$ cat src/rtl/irqcmb_pkg.sv
package irqcmb_pkg;

   // Byte offsets inside one bank window
   localparam logic [3:0] OFS_EN_SET  = 4'h0;
   localparam logic [3:0] OFS_EN_CLR  = 4'h4;
   localparam logic [3:0] OFS_HOLE    = 4'h8;
   localparam logic [3:0] OFS_PENDING = 4'hC;

   typedef enum logic [1:0] {
      RSEL_ENABLE  = 2'd0,
      RSEL_PENDING = 2'd1,
      RSEL_ZERO    = 2'd2
   } rsel_e;

endpackage

$ cat src/rtl/irqcmb_regdec.sv
module irqcmb_regdec
   import irqcmb_pkg::*;
#(
   parameter int ADDR_W = 4
) (
   input  logic              wr,
   input  logic [ADDR_W-1:0] addr,
   output logic              set_stb,
   output logic              clr_stb,
   output rsel_e             rsel
);

   localparam int OFS_W = 4;

   if (ADDR_W < OFS_W) begin : g_bad_addr
      $error("irqcmb_regdec: ADDR_W must cover the 16-byte window");
   end

   logic hit_set;
   logic hit_clr;
   logic hit_pnd;

   assign hit_set = (addr == ADDR_W'(OFS_EN_SET));
   assign hit_clr = (addr == ADDR_W'(OFS_EN_CLR));
   assign hit_pnd = (addr == ADDR_W'(OFS_PENDING));

   assign set_stb = wr && hit_set;
   assign clr_stb = wr && hit_clr;

   always_comb begin
      if (hit_set || hit_clr)
         rsel = RSEL_ENABLE;
      else if (hit_pnd)
         rsel = RSEL_PENDING;
      else
         rsel = RSEL_ZERO;
   end

endmodule

$ cat src/rtl/irqcmb_enables.sv
module irqcmb_enables #(
   parameter int SRC_W = 32
) (
   input  logic             clk,
   input  logic             rst_n,
   input  logic             set_stb,
   input  logic             clr_stb,
   input  logic [SRC_W-1:0] wdata,
   output logic [SRC_W-1:0] en_q,
   output logic [SRC_W-1:0] en_d
);

   logic [SRC_W-1:0] set_bits;
   logic [SRC_W-1:0] clr_bits;

   assign set_bits = set_stb ? wdata : '0;
   assign clr_bits = clr_stb ? wdata : '0;
   assign en_d     = (en_q | set_bits) & ~clr_bits;

   always_ff @(posedge clk or negedge rst_n) begin
      if (!rst_n)
         en_q <= '0;
      else
         en_q <= en_d;
   end

   AST_SET_TAKES: assert property (@(posedge clk) disable iff (!rst_n)
      set_stb |=> ((en_q & $past(wdata)) == $past(wdata)));
   AST_CLR_TAKES: assert property (@(posedge clk) disable iff (!rst_n)
      clr_stb |=> ((en_q & $past(wdata)) == '0));
   AST_EN_HOLDS: assert property (@(posedge clk) disable iff (!rst_n)
      (!set_stb && !clr_stb) |=> $stable(en_q));

endmodule

$ cat src/rtl/irqcmb_lane.sv
module irqcmb_lane #(
   parameter int GRP_W = 8
) (
   input  logic             clk,
   input  logic             rst_n,
   input  logic [GRP_W-1:0] src,
   input  logic [GRP_W-1:0] en_q,
   input  logic [GRP_W-1:0] en_d,
   output logic [GRP_W-1:0] pending,
   output logic             irq
);

   logic any_next;

   assign pending  = src & en_q;
   assign any_next = |(src & en_d);

   always_ff @(posedge clk or negedge rst_n) begin
      if (!rst_n)
         irq <= 1'b0;
      else
         irq <= any_next;
   end

   AST_IRQ_RISES: assert property (@(posedge clk) disable iff (!rst_n)
      ((|pending) && (en_d == en_q)) |=> irq);
   AST_IRQ_QUIET: assert property (@(posedge clk) disable iff (!rst_n)
      !(|src) |=> !irq);

endmodule

$ cat src/rtl/irqcmb_bank.sv
module irqcmb_bank
   import irqcmb_pkg::*;
#(
   parameter int NUM_GROUPS = 4,
   parameter int GRP_W      = 8,
   parameter int BUS_W      = 32,
   parameter int ADDR_W     = 4
) (
   input  logic                       clk,
   input  logic                       rst_n,
   input  logic [NUM_GROUPS*GRP_W-1:0] src_i,
   input  logic                       bus_wr_i,
   input  logic [ADDR_W-1:0]          bus_addr_i,
   input  logic [BUS_W-1:0]           bus_wdata_i,
   output logic [BUS_W-1:0]           bus_rdata_o,
   output logic [NUM_GROUPS-1:0]      irq_o
);

   localparam int SRC_W = NUM_GROUPS * GRP_W;

   if (SRC_W > BUS_W) begin : g_bad_width
      $error("irqcmb_bank: groups do not fit in one bus word");
   end
   if (NUM_GROUPS < 1 || GRP_W < 1) begin : g_bad_count
      $error("irqcmb_bank: group count and width must be positive");
   end

   logic             set_stb;
   logic             clr_stb;
   rsel_e            rsel;
   logic [SRC_W-1:0] en_q;
   logic [SRC_W-1:0] en_d;
   logic [SRC_W-1:0] pending;
   logic [SRC_W-1:0] wdata_s;

   assign wdata_s = bus_wdata_i[SRC_W-1:0];

   irqcmb_regdec #(.ADDR_W(ADDR_W)) u_dec (
      .wr      (bus_wr_i),
      .addr    (bus_addr_i),
      .set_stb (set_stb),
      .clr_stb (clr_stb),
      .rsel    (rsel)
   );

   irqcmb_enables #(.SRC_W(SRC_W)) u_en (
      .clk     (clk),
      .rst_n   (rst_n),
      .set_stb (set_stb),
      .clr_stb (clr_stb),
      .wdata   (wdata_s),
      .en_q    (en_q),
      .en_d    (en_d)
   );

   for (genvar g = 0; g < NUM_GROUPS; g++) begin : g_lane
      irqcmb_lane #(.GRP_W(GRP_W)) u_lane (
         .clk     (clk),
         .rst_n   (rst_n),
         .src     (src_i[g*GRP_W +: GRP_W]),
         .en_q    (en_q[g*GRP_W +: GRP_W]),
         .en_d    (en_d[g*GRP_W +: GRP_W]),
         .pending (pending[g*GRP_W +: GRP_W]),
         .irq     (irq_o[g])
      );
   end

   always_comb begin
      bus_rdata_o = '0;
      unique case (rsel)
         RSEL_ENABLE:  bus_rdata_o = BUS_W'(en_q);
         RSEL_PENDING: bus_rdata_o = BUS_W'(pending);
         default:      bus_rdata_o = '0;
      endcase
   end

   AST_HOLE_READS_ZERO: assert property (@(posedge clk) disable iff (!rst_n)
      (bus_addr_i == ADDR_W'(OFS_HOLE)) |-> (bus_rdata_o == '0));
   AST_OUT_IDLE_NO_EN: assert property (@(posedge clk) disable iff (!rst_n)
      (en_d == '0) |=> (irq_o == '0));

endmodule

$ cat config.mk
export PLATFORM = sky130hd
export DESIGN_NAME = irqcmb_bank
export DESIGN_NICKNAME = d
export VERILOG_FILES = /design/src/rtl/irqcmb_pkg.sv /design/src/rtl/irqcmb_regdec.sv /design/src/rtl/irqcmb_enables.sv /design/src/rtl/irqcmb_lane.sv /design/src/rtl/irqcmb_bank.sv
export SDC_FILE = /design/constraint.sdc
export NUM_CORES = 1
export LEC_CHECK = 0
export CAP_MARGIN = 30
export CORE_UTILIZATION = 39
export DETAILED_ROUTE_END_ITERATION = 10
export PLACE_DENSITY = 0.84
export SLEW_MARGIN = 20
export SYNTH_ARGS = -nofsm -noshare
export SYNTH_HDL_FRONTEND = slang
export SYNTH_SLANG_ARGS = --single-unit
$ cat constraint.sdc
create_clock -name clk -period 1 [get_ports clk]
set_clock_uncertainty 0.05 [all_clocks]
set_input_delay 0.15 -clock clk [delete_from_list [all_inputs] [get_ports clk]]
set_output_delay 0.15 -clock clk [all_outputs]
set_load 0.05 [all_outputs]
==> flow_summary_export.csv, run 1 <==
group,metric,value,unit
synthesis,synth_top_cell_by_area,"dfrtp_1",
outcome,lastStage,"5_1_grt",
synthesis,synth_warnings,0,
clock_network,htreeDepth,2,
synthesis,ys_types,16,
synthesis,synth_top_area_share,36.3,%
outcome,outcome,"stopped before the end",
floorplan,initial_core_util,41.1,%
synthesis,ys_top_cells_by_area,"dfrtp_1 (36%), a21oi_1 (14%), and4b_1 (13%)",
synthesis,yosysSeqAreaShare,36.3,%
synthesis,synth.avg_cell_area,7.77,um^2
clock_network,clock-sinks,36,
place,placement.io_buffers,106,
floorplan,die_x,81.7,um
timing,worst_endpoint,"g_lane[3].u_lane.irq$_DFF_PN0_/D",
global_routing,grt_max_degree,37,
floorplan,top_level_ports,107,
place,place_ws,-1.19,ns
synthesis,async_reset_ff_share,100,%
outcome,toolErrorMsg,"[ERROR DPL-0038] Utilization greater than 100%, impossible to legalize",
floorplan,die_h,81.7,um
floorplan,std_cell_rows,28,
place,gp_congestion,0.832,
clock_network,numCtsBuffers,5,
synthesis,synthCells,319,
synthesis,synthFlopType,"dfrtp_1",
synthesis,synth_edf_count,0,
place,dp_hpwl,6580,um
clock_network,root_buffer,"clkbuf_8",
synthesis,ys_ff_latch,36,
synthesis,syn_area,0.00248,mm^2
synthesis,yosys-top-cells-count,"a21oi_1 (67), nand2_1 (39), dfrtp_1 (36), a31oi_1 (32), and4b_1 (32)",
synthesis,syn_nets,390,
clock_network,clk_path_buf_depth,2,
timing,worst-ep-kind,"register input",
synthesis,synth_most_common_cell,"a21oi_1",
## per-stage QoR
stage	cell area (um^2)	util (%)	TNS (ns)	std cells
floorplan	2960	-	-8.70	319
global placement	4550	75.5	-57.62	561
detailed placement	4550	75.5	-59.65	561
CTS	5820	96.6	-13.67	615
## repair_timing
action,CTS
endpoints found under the hold margin,36
hold buffers,1
gates resized for setup,211
setup buffers,48
gates cloned,14
pin swaps,25
setup endpoints to repair,72
## logic make-up after synthesis
group,share of synthesized area [%]
AOI/OAI and AO/OA,27.7
buffers and inverters,6.97
DFF,36.3
and+or+nand+nor,29.0
==> run 2, diff against run 1 <==
CORE_UTILIZATION = 35   (was 39)
PLACE_DENSITY = unset   (was 0.84)
PLACE_DENSITY_LB_ADDON = 0.15   (was unset)
clock period = 1.3 ns   (was 1 ns; I/O delays follow)
==> flow_summary_export.csv, run 2 <==
group,metric,value,unit
synthesis,synthFlopType,"dfrtp_1",
timing,drv_slew,0,
global_routing,track_usage,27.5,%
finish,layout_commonest_cell,"buf_4",
worst_hold_path,hold_class,"input pin to flop",
finish,layout.nets,579,
detailed_routing,postRouteAntennaNets,0,
floorplan,initial_core_util,36.3,%
synthesis,synthCells,319,
clock_network,cts_tree,"built",
synthesis,synth_edf_count,0,
finish,nFillCells,465,
synthesis,syn_area,0.00248,mm^2
place,dp.cells,565,
global_routing,use_met2,48.8,%
finish,finalInstanceArea,0.00531,mm^2
finish,most-common-layout-cells,"buf_4 (79), a21oi_1 (49), clkdlybuf4s50_1 (44), dfrtp_1 (36), nand2_1 (35)",
place,placement.io_buffers,106,
synthesis,yosysSeqAreaShare,36.3,%
finish,n_antenna_cell,0,
critical_path,path_delay_family,"buffers and inverters",
finish,fin_util,77.7,%
pwr,p_switching,1.89,mW
job,maxCapViolations,0,
global_routing,gr-total-overflow,0,
finish,drive_above_1_share,44.0,%
timing,tightest_slew,0.273,ns
detailed_routing,first_iter_violations,186,
clock_network,clk_path_buf_depth,2,
pwr,pwr-share-seq,31.4,%
finish,synthToLayoutAreaGrowth,114,%
clock_network,clock-sinks,36,
critical_path,slowest_stage,"buf_6",
finish,largest_reg_flops,32,
floorplan,top_level_ports,107,
synthesis,synth_top_cell_by_area,"dfrtp_1",
global_routing,top_usage_layer,"met2",
global_routing,grt_pass1_vias,3243,
pwr,total_leakage_power,2.30,nW
floorplan,die_x,86.2,um
clock_network,root_buffer,"clkbuf_8",
detailed_routing,vias,3326,
synthesis,synth.avg_cell_area,7.77,um^2
critical_path,path_max_fanout,6,
pwr,clockPowerShare,17.3,%
detailed_routing,drt-vias-per-instance,5.50,
place,dp_hpwl,5930,um
place,dpl_cell_area,0.00441,mm^2
clock_network,cts.reportedPaths.clkPinSlew,0.07,ns
global_routing,antenna_found_initial,0,
pwr,power.internal,3.10,mW
clock_network,htreeDepth,2,
pwr,ir_drop,0.540,mV
timing,tns,-3.53,ns
pwr,sw_frac_of_total,37.8,%
critical_path,required,1.05,ns
clock_network,insertion_delay,0.29,ns
timing,grt_setup_unrepaired,"yes",
synthesis,synth_top_area_share,36.3,%
global_routing,grt_max_degree,37,
outcome,violations,"setup timing",
outcome,outcome,"complete, but fails checks",
place,gp_congestion,0.813,
finish,seqCellArea,901,um^2
critical_path,cp-end-kind,"output pin",
detailed_routing,drcViolationCount,0,
floorplan,core_area,0.00683,mm^2
timing,fmax,0.694,GHz
pwr,cellPowerDensity,939,mW/mm^2
detailed_routing,wl_per_cell,16.6,um
pwr,power,4.99,mW
timing,period_needed,1.44,ns
synthesis,ys_types,16,
timing,hold_viol,0,
synthesis,yosys-top-cells-count,"a21oi_1 (67), nand2_1 (39), dfrtp_1 (36), a31oi_1 (32), and4b_1 (32)",
synthesis,async_reset_ff_share,100,%
floorplan,dieArea,0.00742,mm^2
clock_network,numCtsBuffers,5,
critical_path,critPathBufInv,5,
timing,setup_violations,33,
timing,slew_headroom,81.7,%
critical_path,crit_type,"input pin to output pin",
critical_path,slowest_delay,0.16,ns
global_routing,grt_pass1_wl,15900,um
global_routing,groute.layer.met3.usage,3.95,%
timing,hold-worst-slack,0.276,ns
synthesis,ys_ff_latch,36,
global_routing,grtUsageMet1,34.4,%
place,place_ws,-0.758,ns
critical_path,cp.arrival,1.19,ns
timing,fin_ws,-0.140,ns
finish,top_register,"u_en.en_q",
finish,multiInputGateArea,0.00188,mm^2
synthesis,synth_warnings,0,
floorplan,die_h,86.2,um
timing,finalCritPeriodShare,111,%
detailed_routing,dr.pass1.iters,4,
critical_path,startpoint_type,"input pin",
pwr,pwr-share-comb,51.3,%
floorplan,std_cell_rows,30,
detailed_routing,wl,10000,um
finish,final_cells,605,
synthesis,synth_most_common_cell,"a21oi_1",
synthesis,syn_nets,390,
finish,largest_registers,"u_en.en_q: 32 flops, g_lane.u_lane.irq: 4 flops",
synthesis,ys_top_cells_by_area,"dfrtp_1 (36%), a21oi_1 (14%), and4b_1 (13%)",
critical_path,cp_cell_sequence,"buf_8, buf_6, nor2_4, o21ai_4, buf_12, buf_12, nor2_4, buf_6",
## run 2: cell counts after synthesis
No cell type changed its count.
## run 2: worst paths after layout
kind / from / to / slack, ns / depth (start not counted)
max: bus_addr_i[1] / bus_rdata_o[6] / -0.14 / 8
min: bus_addr_i[2] / u_en.en_q[30]$_DFF_PN0_ / 0.28 / 3
max reg2reg: u_en.en_q[7]$_DFF_PN0_ / g_lane[0].u_lane.irq$_DFF_PN0_ / 0.08 / 5
min reg2reg: u_en.en_q[22]$_DFF_PN0_ / u_en.en_q[22]$_DFF_PN0_ / 0.53 / 2
max in group asynchronous: rst_n / u_en.en_q[6]$_DFF_PN0_ / 0.66 / 3
min in group asynchronous: rst_n / u_en.en_q[9]$_DFF_PN0_ / 0.34 / 3
## run 2: what timing repair did
action | CTS | global route
resized for setup | 134 | 36
setup buffers | 21 | 6
hold buffers | 1 | 0
hold endpoints to repair | 36 | 0
pin swaps | 31 | 6
setup endpoints to repair | 68 | 52
cloned | 9 | 1
## run 2: power by group through the flow
stage	logic, mW	clock network (mW)	registers, mW
floorplan	1.13	0	1.53
detailed placement	2.04	0	1.59
finish	2.56	0.864	1.57
CTS	2.43	0.869	1.55
global placement	1.99	0	1.58
global route	2.75	0.914	1.60
## run 2: kinds of logic (layout without fill, tap and decap cells)
| family | count (synthesis) | in the layout | synth area share (%) |
|---|---|---|---|
| DFF | 36 | 36 | 36.3 |
| AOI/OAI and AO/OA | 129 | 129 | 27.7 |
| buffers and inverters | 32 | 222 | 6.97 |
| and+or+nand+nor | 122 | 122 | 29.0 |
## run 2: final cells by class
cell class	instances	share of cell area, %
Multi-Input combinational cell	251	35.4
Inverter	1	0.0707
Clock buffer	8	1.70
Sequential cell	36	17.0
Tap cell	96	2.26
Timing Repair Buffer	213	43.6
## run 2: layer usage
layer  share of wire, %  vias to the layer above  wire, um
li1                   -                     1584         -
met1                 42                     1593      4190
met2                 52                      132      5200
met3                4.6                       17       464
met4                1.8                        0       181
met5                  0                        -         0
## run 2: tightest hold or removal path: stages
cell     delay, ns
buf_8         0.14
buf_12        0.16
a31oi_1       0.08
Note: power is estimated with default switching activity, not from simulation.
==> run 3, diff against run 2 <==
CTS_CLUSTER_DIAMETER = 120   (was unset)
==> results of run 3 <==
Same layout as run 2: the final DEF is identical, and so are final timing and power.
==> run 4, diff against run 3 <==
==> constraint.sdc (replaced) <==
create_clock -name clk -period 1.3 [get_ports clk]
set_clock_uncertainty 0.05 [all_clocks]
set_input_delay 0.325 -clock clk [delete_from_list [all_inputs] [get_ports clk]]
set_output_delay 0.325 -clock clk [all_outputs]
set_load 0.05 [all_outputs]
==> flow_summary_export.csv, run 4 (synthesis gave the netlist of run 2 again) <==
group,metric,value,unit
outcome,outcome,"complete, but fails checks",
outcome,violations,"setup timing",
detailed_routing,routed.top_layer,"met4",
clock_network,insertion_delay,0.29,ns
floorplan,die_h,86.2,um
place,place_ws,-0.991,ns
timing,drv_slew,0,
timing,setup_violations,68,
timing,fin_ws,-0.542,ns
clock_network,clock-sinks,36,
finish,layout.nets,627,
finish,largest_reg_flops,32,
critical_path,required,1.37,ns
detailed_routing,wl_met1,5490,um
global_routing,gr-total-overflow,0,
clock_network,cts_tree,"built",
pwr,power,5.55,mW
detailed_routing,wl_per_cell,22.3,um
finish,n_antenna_cell,0,
detailed_routing,postRouteAntennaNets,0,
critical_path,slowest_stage,"nor4_1",
finish,layout_commonest_cell,"buf_4",
detailed_routing,wl,14600,um
timing,period_needed,1.84,ns
finish,synthToLayoutAreaGrowth,146,%
place,dpl_cell_area,0.00475,mm^2
global_routing,antenna_found_initial,0,
floorplan,die_x,86.2,um
detailed_routing,dr.pass1.iters,5,
clock_network,htreeDepth,2,
finish,finalInstanceArea,0.00609,mm^2
worst_hold_path,holdPathStages,3,
finish,most-common-layout-cells,"buf_4 (91), buf_6 (53), a21oi_2 (44), dfrtp_1 (36)",
critical_path,crit_type,"input pin to flop",
timing,tns,-19.51,ns
floorplan,initial_core_util,36.3,%
timing,finalCritPeriodShare,142,%
detailed_routing,met3_length,1160,um
timing,hold_viol,0,
worst_hold_path,hold_class,"input pin to flop",
critical_path,cp_cell_sequence,"buf_8, buf_6, nor4b_4, buf_6, buf_6, clkbuf_16, a21oi_2, nor4_1, nand4_1",
global_routing,grt_pass1_wl,19200,um
place,dp_hpwl,6180,um
critical_path,cp-end-kind,"flop",
floorplan,dieArea,0.00742,mm^2
finish,drive_above_1_share,56.6,%
global_routing,grt_pass1_vias,3941,
critical_path,slowest_delay,0.32,ns
detailed_routing,vias,4034,
timing,fmax,0.543,GHz
critical_path,cpMostUsedCell,"buf_6",
detailed_routing,drcViolationCount,0,
finish,largest_registers,"u_en.en_q: 32 flops, g_lane.u_lane.irq: 4 flops",
job,maxCapViolations,0,
timing,slew_headroom,75.8,%
clock_network,clk_path_buf_depth,2,
timing,grt_setup_unrepaired,"yes",
floorplan,core_area,0.00683,mm^2
clock_network,root_buffer,"clkbuf_8",
finish,nFillCells,305,
timing,tightest_slew,0.360,ns
detailed_routing,drt-vias-per-instance,6.18,
critical_path,rr_worst_depth,5,
finish,top_register,"u_en.en_q",
floorplan,std_cell_rows,30,
critical_path,cp.arrival,1.92,ns
pwr,cellPowerDensity,912,mW/mm^2
global_routing,track_usage,33.0,%
detailed_routing,wl_met2,7180,um
critical_path,startpoint_type,"input pin",
pwr,ir_drop,0.542,mV
place,gp_congestion,0.810,
clock_network,cts.reportedPaths.clkPinSlew,0.08,ns
detailed_routing,first_iter_violations,288,
place,placement.io_buffers,106,
pwr,total_leakage_power,2.64,nW
global_routing,grt_max_degree,37,
critical_path,path_max_fanout,8,
clock_network,numCtsBuffers,5,
floorplan,top_level_ports,107,
-- run 4: metal layers --
metal | global-route usage [%] | up-vias
met3 | 6.54 | 78
met5 | 0 | -
met1 | 37.6 | 1946
met4 | 13.9 | 0
li1 | - | 1692
met2 | 59.8 | 318
-- run 4: worst max-delay path: cells and delay by family --
family | cells | cell delay [ns]
and+or+nand+nor | 3 | 0.83
AOI/OAI and AO/OA | 1 | 0.05
buffers and inverters | 5 | 0.70
-- run 4: through the flow --
stage	cells	util [%]	hold slack (ns)
2_1_floorplan	319	-	-0.0206
3_3_place_gp	593	69.5	0.259
3_5_place_dp	593	69.5	0.258
4_1_cts	647	86.0	0.394
5_1_grt	653	89.1	0.445
6_report	653	89.1	0.435
-- run 4: what timing repair did --
item	CTS	global route
hold buffers	1	0
resized for setup	189	53
endpoints found under the setup margin	68	68
pin swaps	24	14
endpoints found under the hold margin	36	0
setup buffers	32	14
gates cloned	14	2
-- run 4: report_power, final --
| group | internal [mW] | switching [mW] |
|---|---|---|
| clock network | 0.434 | 0.452 |
| registers | 1.38 | 0.259 |
| logic | 1.50 | 1.53 |
| total | 3.31 | 2.25 |
-- run 4: cell type report --
| type | instances | area [um^2] | share of cell area, % |
|---|---|---|---|
| Timing Repair Buffer | 261 | 2890 | 47.5 |
| Multi-Input combinational cell | 251 | 2080 | 34.1 |
| Sequential cell | 36 | 901 | 14.8 |
| Tap cell | 96 | 120 | 1.97 |
| Clock buffer | 8 | 90.1 | 1.48 |
| Inverter | 1 | 3.75 | 0.0617 |
-- run 4: path summary, 6_finish.rpt --
check                                       start                              to  slack (ns)
max in group asynchronous                   rst_n          u_en.en_q[1]$_DFF_PN0_        0.50
min in group asynchronous                   rst_n         u_en.en_q[24]$_DFF_PN0_        0.46
hold reg to reg            u_en.en_q[5]$_DFF_PN0_          u_en.en_q[5]$_DFF_PN0_        0.55
hold / removal                      bus_addr_i[2]         u_en.en_q[14]$_DFF_PN0_        0.43
setup reg to reg           u_en.en_q[8]$_DFF_PN0_  g_lane[1].u_lane.irq$_DFF_PN0_       -0.08
setup / recovery                    bus_addr_i[0]  g_lane[1].u_lane.irq$_DFF_PN0_       -0.54
